--- src/rtl/pte_ad_pkg.sv ---
package pte_ad_pkg;

    // Entry field positions; the walker and this block share them.
    localparam int BIT_V = 0;
    localparam int BIT_R = 1;
    localparam int BIT_W = 2;
    localparam int BIT_X = 3;
    localparam int BIT_A = 6;
    localparam int BIT_D = 7;

    // Access kind encoding on req_access.
    localparam logic [1:0] ACC_READ  = 2'b00;
    localparam logic [1:0] ACC_WRITE = 2'b01;
    localparam logic [1:0] ACC_FETCH = 2'b10;

    typedef enum logic [2:0] {
        ST_IDLE,
        ST_LOCK_RD,
        ST_CHECK,
        ST_WRITE,
        ST_RELEASE,
        ST_FAULT
    } state_e;

endpackage

--- src/rtl/pte_ad_eval.sv ---
module pte_ad_eval
    import pte_ad_pkg::*;
#(
    parameter int PTE_W = 64
) (
    input  logic [PTE_W-1:0] entry,
    input  logic [1:0]       access,
    output logic             perm_ok,
    output logic             need_upd,
    output logic [PTE_W-1:0] upd_entry
);

    logic grant;
    logic is_store;

    always_comb begin
        case (access)
            ACC_READ:  grant = entry[BIT_R];
            ACC_WRITE: grant = entry[BIT_W];
            ACC_FETCH: grant = entry[BIT_X];
            default:   grant = 1'b0;
        endcase
        is_store = (access == ACC_WRITE);
        perm_ok  = entry[BIT_V] & grant;
        need_upd = ~entry[BIT_A] | (is_store & ~entry[BIT_D]);
        upd_entry = entry;
        upd_entry[BIT_A] = 1'b1;
        if (is_store) begin
            upd_entry[BIT_D] = 1'b1;
        end
    end

endmodule

--- src/rtl/pte_ad_ctrl.sv ---
module pte_ad_ctrl
    import pte_ad_pkg::*;
#(
    parameter int PA_W  = 40,
    parameter int PTE_W = 64
) (
    input  logic             clk,
    input  logic             rst_n,
    input  logic             scheme_update,
    input  logic             req_valid,
    output logic             req_ready,
    input  logic [PA_W-1:0]  req_addr,
    input  logic [1:0]       req_access,
    input  logic             commit,
    input  logic             abort,
    output logic             mem_req,
    output logic             mem_we,
    output logic             mem_lock,
    output logic [PA_W-1:0]  mem_addr,
    output logic [PTE_W-1:0] mem_wdata,
    input  logic             mem_gnt,
    input  logic             mem_rsp_valid,
    input  logic [PTE_W-1:0] mem_rdata,
    output logic [PTE_W-1:0] cur_entry,
    output logic [1:0]       cur_access,
    input  logic             perm_ok,
    input  logic             need_upd,
    input  logic [PTE_W-1:0] upd_entry,
    output logic             acc_go,
    output logic             acc_drop,
    output logic             fault
);

    typedef struct packed {
        state_e           state;
        logic [PA_W-1:0]  addr;
        logic [1:0]       acc;
        logic [PTE_W-1:0] entry;
        logic             pend;   // request granted, response awaited
        logic             abort;  // abort seen during this request
    } ctrl_t;

    ctrl_t r_q;
    ctrl_t r_d;
    logic  abort_seen;

    always_comb begin
        r_d        = r_q;
        req_ready  = 1'b0;
        mem_req    = 1'b0;
        mem_we     = 1'b0;
        mem_lock   = 1'b0;
        acc_go     = 1'b0;
        acc_drop   = 1'b0;
        fault      = 1'b0;
        abort_seen = r_q.abort | abort;

        case (r_q.state)
            ST_IDLE: begin
                req_ready = 1'b1;
                if (req_valid) begin
                    r_d.state = ST_LOCK_RD;
                    r_d.addr  = req_addr;
                    r_d.acc   = req_access;
                    r_d.pend  = 1'b0;
                    r_d.abort = 1'b0;
                end
            end
            ST_LOCK_RD: begin
                mem_lock  = 1'b1;
                mem_req   = ~r_q.pend;
                r_d.abort = abort_seen;
                if (!r_q.pend && mem_gnt) begin
                    r_d.pend = 1'b1;
                end
                if (r_q.pend && mem_rsp_valid) begin
                    r_d.pend  = 1'b0;
                    r_d.entry = mem_rdata;
                    r_d.state = ST_CHECK;
                end
            end
            ST_CHECK: begin
                mem_lock  = 1'b1;
                r_d.abort = abort_seen;
                if (abort_seen) begin
                    r_d.state = ST_RELEASE;
                end else if (!perm_ok) begin
                    r_d.state = ST_FAULT;
                end else if (need_upd && !scheme_update) begin
                    r_d.state = ST_FAULT;
                end else if (need_upd) begin
                    r_d.entry = upd_entry;
                    r_d.state = ST_WRITE;
                end else begin
                    r_d.state = ST_RELEASE;
                end
            end
            ST_WRITE: begin
                mem_lock  = 1'b1;
                r_d.abort = abort_seen;
                if (!r_q.pend) begin
                    if (abort_seen) begin
                        r_d.state = ST_RELEASE;
                    end else if (commit) begin
                        mem_req = 1'b1;
                        mem_we  = 1'b1;
                        if (mem_gnt) begin
                            r_d.pend = 1'b1;
                        end
                    end
                end else if (mem_rsp_valid) begin
                    r_d.pend  = 1'b0;
                    r_d.state = ST_RELEASE;
                end
            end
            ST_RELEASE: begin
                acc_go    = ~abort_seen;
                acc_drop  = abort_seen;
                r_d.state = ST_IDLE;
            end
            ST_FAULT: begin
                fault     = 1'b1;
                r_d.state = ST_IDLE;
            end
            default: begin
                r_d.state = ST_IDLE;
            end
        endcase
    end

    always_ff @(posedge clk or negedge rst_n) begin
        if (!rst_n) begin
            r_q.state <= ST_IDLE;
            r_q.addr  <= '0;
            r_q.acc   <= '0;
            r_q.entry <= '0;
            r_q.pend  <= 1'b0;
            r_q.abort <= 1'b0;
        end else begin
            r_q <= r_d;
        end
    end

    assign mem_addr   = r_q.addr;
    assign mem_wdata  = r_q.entry;
    assign cur_entry  = r_q.entry;
    assign cur_access = r_q.acc;

endmodule

--- src/rtl/pte_ad_updater.sv ---
module pte_ad_updater
    import pte_ad_pkg::*;
#(
    parameter int PA_W  = 40,
    parameter int PTE_W = 64
) (
    input  logic             clk,
    input  logic             rst_n,
    input  logic             scheme_update,
    input  logic             req_valid,
    output logic             req_ready,
    input  logic [PA_W-1:0]  req_addr,
    input  logic [1:0]       req_access,
    input  logic             commit,
    input  logic             abort,
    output logic             mem_req,
    output logic             mem_we,
    output logic             mem_lock,
    output logic [PA_W-1:0]  mem_addr,
    output logic [PTE_W-1:0] mem_wdata,
    input  logic             mem_gnt,
    input  logic             mem_rsp_valid,
    input  logic [PTE_W-1:0] mem_rdata,
    output logic             acc_go,
    output logic             acc_drop,
    output logic             fault
);

    logic [PTE_W-1:0] cur_entry;
    logic [1:0]       cur_access;
    logic             perm_ok;
    logic             need_upd;
    logic [PTE_W-1:0] upd_entry;

    pte_ad_eval #(.PTE_W(PTE_W)) i_eval (
        .entry     (cur_entry),
        .access    (cur_access),
        .perm_ok   (perm_ok),
        .need_upd  (need_upd),
        .upd_entry (upd_entry)
    );

    pte_ad_ctrl #(.PA_W(PA_W), .PTE_W(PTE_W)) i_ctrl (
        .clk           (clk),
        .rst_n         (rst_n),
        .scheme_update (scheme_update),
        .req_valid     (req_valid),
        .req_ready     (req_ready),
        .req_addr      (req_addr),
        .req_access    (req_access),
        .commit        (commit),
        .abort         (abort),
        .mem_req       (mem_req),
        .mem_we        (mem_we),
        .mem_lock      (mem_lock),
        .mem_addr      (mem_addr),
        .mem_wdata     (mem_wdata),
        .mem_gnt       (mem_gnt),
        .mem_rsp_valid (mem_rsp_valid),
        .mem_rdata     (mem_rdata),
        .cur_entry     (cur_entry),
        .cur_access    (cur_access),
        .perm_ok       (perm_ok),
        .need_upd      (need_upd),
        .upd_entry     (upd_entry),
        .acc_go        (acc_go),
        .acc_drop      (acc_drop),
        .fault         (fault)
    );

endmodule

--- config.mk ---
export PLATFORM = sky130hd
export DESIGN_NAME = pte_ad_updater
export DESIGN_NICKNAME = d
export VERILOG_FILES = /design/src/rtl/pte_ad_pkg.sv /design/src/rtl/pte_ad_eval.sv /design/src/rtl/pte_ad_ctrl.sv /design/src/rtl/pte_ad_updater.sv
export SDC_FILE = /design/constraint.sdc
export NUM_CORES = 1
export LEC_CHECK = 0
export BUFFER_PORTS_ARGS = -buffer_cell sky130_fd_sc_hd__buf_4
export CORE_UTILIZATION = 46
export DETAILED_ROUTE_END_ITERATION = 6
export GPL_TIMING_DRIVEN = 0
export PLACE_DENSITY = 0.74
export SLEW_MARGIN = 0
export SYNTH_ARGS = -nofsm -noshare
export SYNTH_HDL_FRONTEND = slang
export SYNTH_SLANG_ARGS = --single-unit
--- constraint.sdc ---
create_clock -name clk -period 2 [get_ports clk]
set_input_delay 0.3 -clock clk [delete_from_list [all_inputs] [get_ports clk]]
set_output_delay 0.3 -clock clk [all_outputs]
set_load 0.01 [all_outputs]
==> qor.yml <==
grt.overflow.total: 0
drt-vias-per-instance: 4.648
rsz0062_at_grt: "false"
drive_above_1_share_pct: 53.52
finalCriticalPeriod_ps: 1908
min_path_cells: 2
cts_buffers: 9
rrSetupSlack_ps: 230
crit_required_ps: 1700
synth_top_area_cell: "dfrtp_1"
worstMarginPinSlew_ps: 505.9
syn_area_um2: 5346
setup-tns-final_ps: 0
dieHeight_um: 109.8
drtAntennaViolNets: 0
hold_violations: 0
synth_warnings: 0
fin_worst_skew_ps: 4.731
clock-sinks: 111
path_cells: "nor2_2 -> nand2_1 -> nor4b_1 -> buf_4"
area_growth_pct: 41.10
grt_max_degree: 112
antenna_found_initial: 0
vias: 4234
dpl.hpwl_um: 9256
synthTopCellsByArea: "dfrtp_1, buf_4, mux2_2"
setup_viol: 0
crit_path_max_fanout: 5
start_util_pct: 47.02
grt_pass1_wl_um: 19090
ys_types: 33
final_cell_area_um2: 7543
n_antenna_cell: 0
syn-mean-instance-area_um2: 10.16
hp-class: "in -> reg"
rows: 39
start_kind: "flop"
post-route-period-util_pct: 95.41
crit_slowest_cell: "dfrtp_1"
die_x_um: 109.8
slew_headroom_pct: 66.27
worst-path-buf-inv: 1
cts.clk_slew.worst_paths_ps: 70
powerDensity_nw_per_um2: 1524
synth_cells: 526
detailedRoute.firstIterationViolations: 252
crit_type: "reg -> out"
cap_violations: 0
async_flop_share_pct: 100.0
cts_tree: "yes"
cts_buffer_depth: 2
vdd_drop_max_v: 0.0009429
crit_path_max_incr_delay_ps: 410
synth_top_cell_area_share_pct: 51.95
root_buffer: "clkbuf_16"
drt-wirelength-per-cell_um: 13.54
track_usage_pct: 20.89
die_area_um2: 12060
htreeDepth: 3
max_freq_mhz: 524.1
synth_fp_nets: 640
cp-end-kind: "output port"
wl_um: 12340
leakagePower_uw: 0.004025
firstDrtPassIters: 6
synth_seq_cells: 111
fill_cells: 932
slew_viol_final: 0
timing.rr.end: "i_ctrl.cur_entry[10]"
io_pins: 225
hold_ws_ps: 184.7
postPlaceCellArea_um2: 7207
grt_pass1_vias: 4082
core_region_area_um2: 11370
numPortBuffers: 224
nNetsFinal: 877
seq_area_frac_synth_pct: 51.95
clock_latency_ps: 340
status: "complete, no violations"
arrival_ps: 1610
gp_congestion: 0.7954
r2r_start: "i_ctrl.r_q[110]"
drc_errors: 0
critical-path-top-delay-family: "simple AND/OR/NAND/NOR gates"
r2r_cells: 8
synth_edf_count: 0
min-delay-start: "req_addr[4]"
ys_dominant_reg_cell: "dfrtp_1"
hold_end: "i_ctrl.mem_addr[4]"
through the flow:
| step | cells | power (µW) | util (%) | setup slack [ps] |
|---|---|---|---|---|
| 6_report | 911 | 11500 | 66.35 | 91.83 |
| 5_1_grt | 911 | 12330 | 66.35 | 8.424 |
| 4_1_cts | 909 | 11610 | 65.97 | 58.41 |
| 3_5_place_dp | 893 | 9805 | 63.39 | 215.6 |
| 3_3_place_gp | 893 | 9626 | 63.39 | 257.0 |
| 2_1_floorplan | 526 | 7456 | - | 219.3 |
logic make-up after synthesis:
group | Yosys count | synth area share, %
flops | 111 | 51.95
simple gates | 151 | 11.61
mux | 45 | 9.431
buf+inv | 136 | 18.70
compound gates | 83 | 8.308
cells in the mapped netlist, types with 4 or more instances:
library cell and count:
nand2b_1 4, clkbuf_2 5, nor2_1 6, clkbuf_1 6
nand2_1 127, o21ai_0 17, buf_6 11, dfrtp_1 111
o21ai_1 51, nor3_1 4, mux2_2 43, buf_2 5
buf_4 105, a21oi_1 6
report_power, final:
part           internal, µW  switching (µW)
sequential             3290             575
combinational          3530            2330
clock                  1000             775
total                  7820            3680
layout make-up:
class	instances	area (µm²)	area share (%)
Clock inverter	4	45.04	0.5971
Tap cell	143	178.9	2.372
Clock buffer	12	246.5	3.268
Inverter	3	11.26	0.1493
Multi-Input combinational cell	279	1572	20.83
Sequential cell	111	2778	36.82
Buffer	133	989.7	13.12
Timing Repair Buffer	226	1723	22.84
worst max-delay path by stage:
| stage | start | endpoint | slack (ps) | cells past startpoint |
|---|---|---|---|---|
| after global placement | i_ctrl.r_q[108] | i_ctrl.cur_entry[32] | 260 | 7 |
| after detailed placement | i_ctrl.r_q[108] | i_ctrl.cur_entry[32] | 220 | 7 |
| after global routing | i_ctrl.r_q[108] | i_ctrl.cur_entry[37] | 8 | 7 |
| final | i_ctrl.r_q[0] | mem_we | 90 | 4 |
| after floorplan | i_ctrl.r_q[108] | i_ctrl.cur_access[1] | 220 | 6 |
| after CTS | i_ctrl.r_q[109] | mem_we | 60 | 3 |
layout by cell type, fill, tap and decap left out, drive strengths merged:
| cell | n |
|---|---|
| a2111o | 1 |
| a211oi | 2 |
| a21o | 1 |
| a21oi | 6 |
| a311oi | 1 |
| and2 | 1 |
| and3 | 1 |
| buf | 347 |
| bufinv | 1 |
| clkbuf | 23 |
| clkinv | 3 |
| dfrtp | 111 |
| dlygate4sd3 | 1 |
| inv | 3 |
| mux2 | 43 |
| mux2i | 2 |
| nand2 | 127 |
| nand2b | 5 |
| nand3 | 1 |
| nand3b | 1 |
| nor2 | 6 |
| nor3 | 4 |
| nor3b | 3 |
| nor4b | 1 |
| o2111ai | 1 |
| o21a | 1 |
| o21ai | 68 |
| o22ai | 1 |
| o31a | 1 |
| or3 | 1 |
registers in the layout (all words and copies together) (netlist names):
signal,cells
i_ctrl.cur_access,2
i_ctrl.cur_entry,64
i_ctrl.mem_addr,40
i_ctrl.r_q,5
repair_timing:
item	4_1_cts	5_1_grt
endpoints found under the hold margin	0	8
hold buffers	0	1
endpoints found under the setup margin	1	1
setup buffers	0	0
gates resized for setup	1	2
per-layer routing:
metal / vias to the layer above / routed length, µm / GRT usage (%)
met5: - / 0 / 0
li1: 2088 / - / -
met1: 1978 / 4981 / 25.33
met3: 31 / 668 / 3.912
met2: 137 / 6237 / 34.78
met4: 0 / 447 / 11.90
No activity file was read; power rests on OpenSTA's default activity.
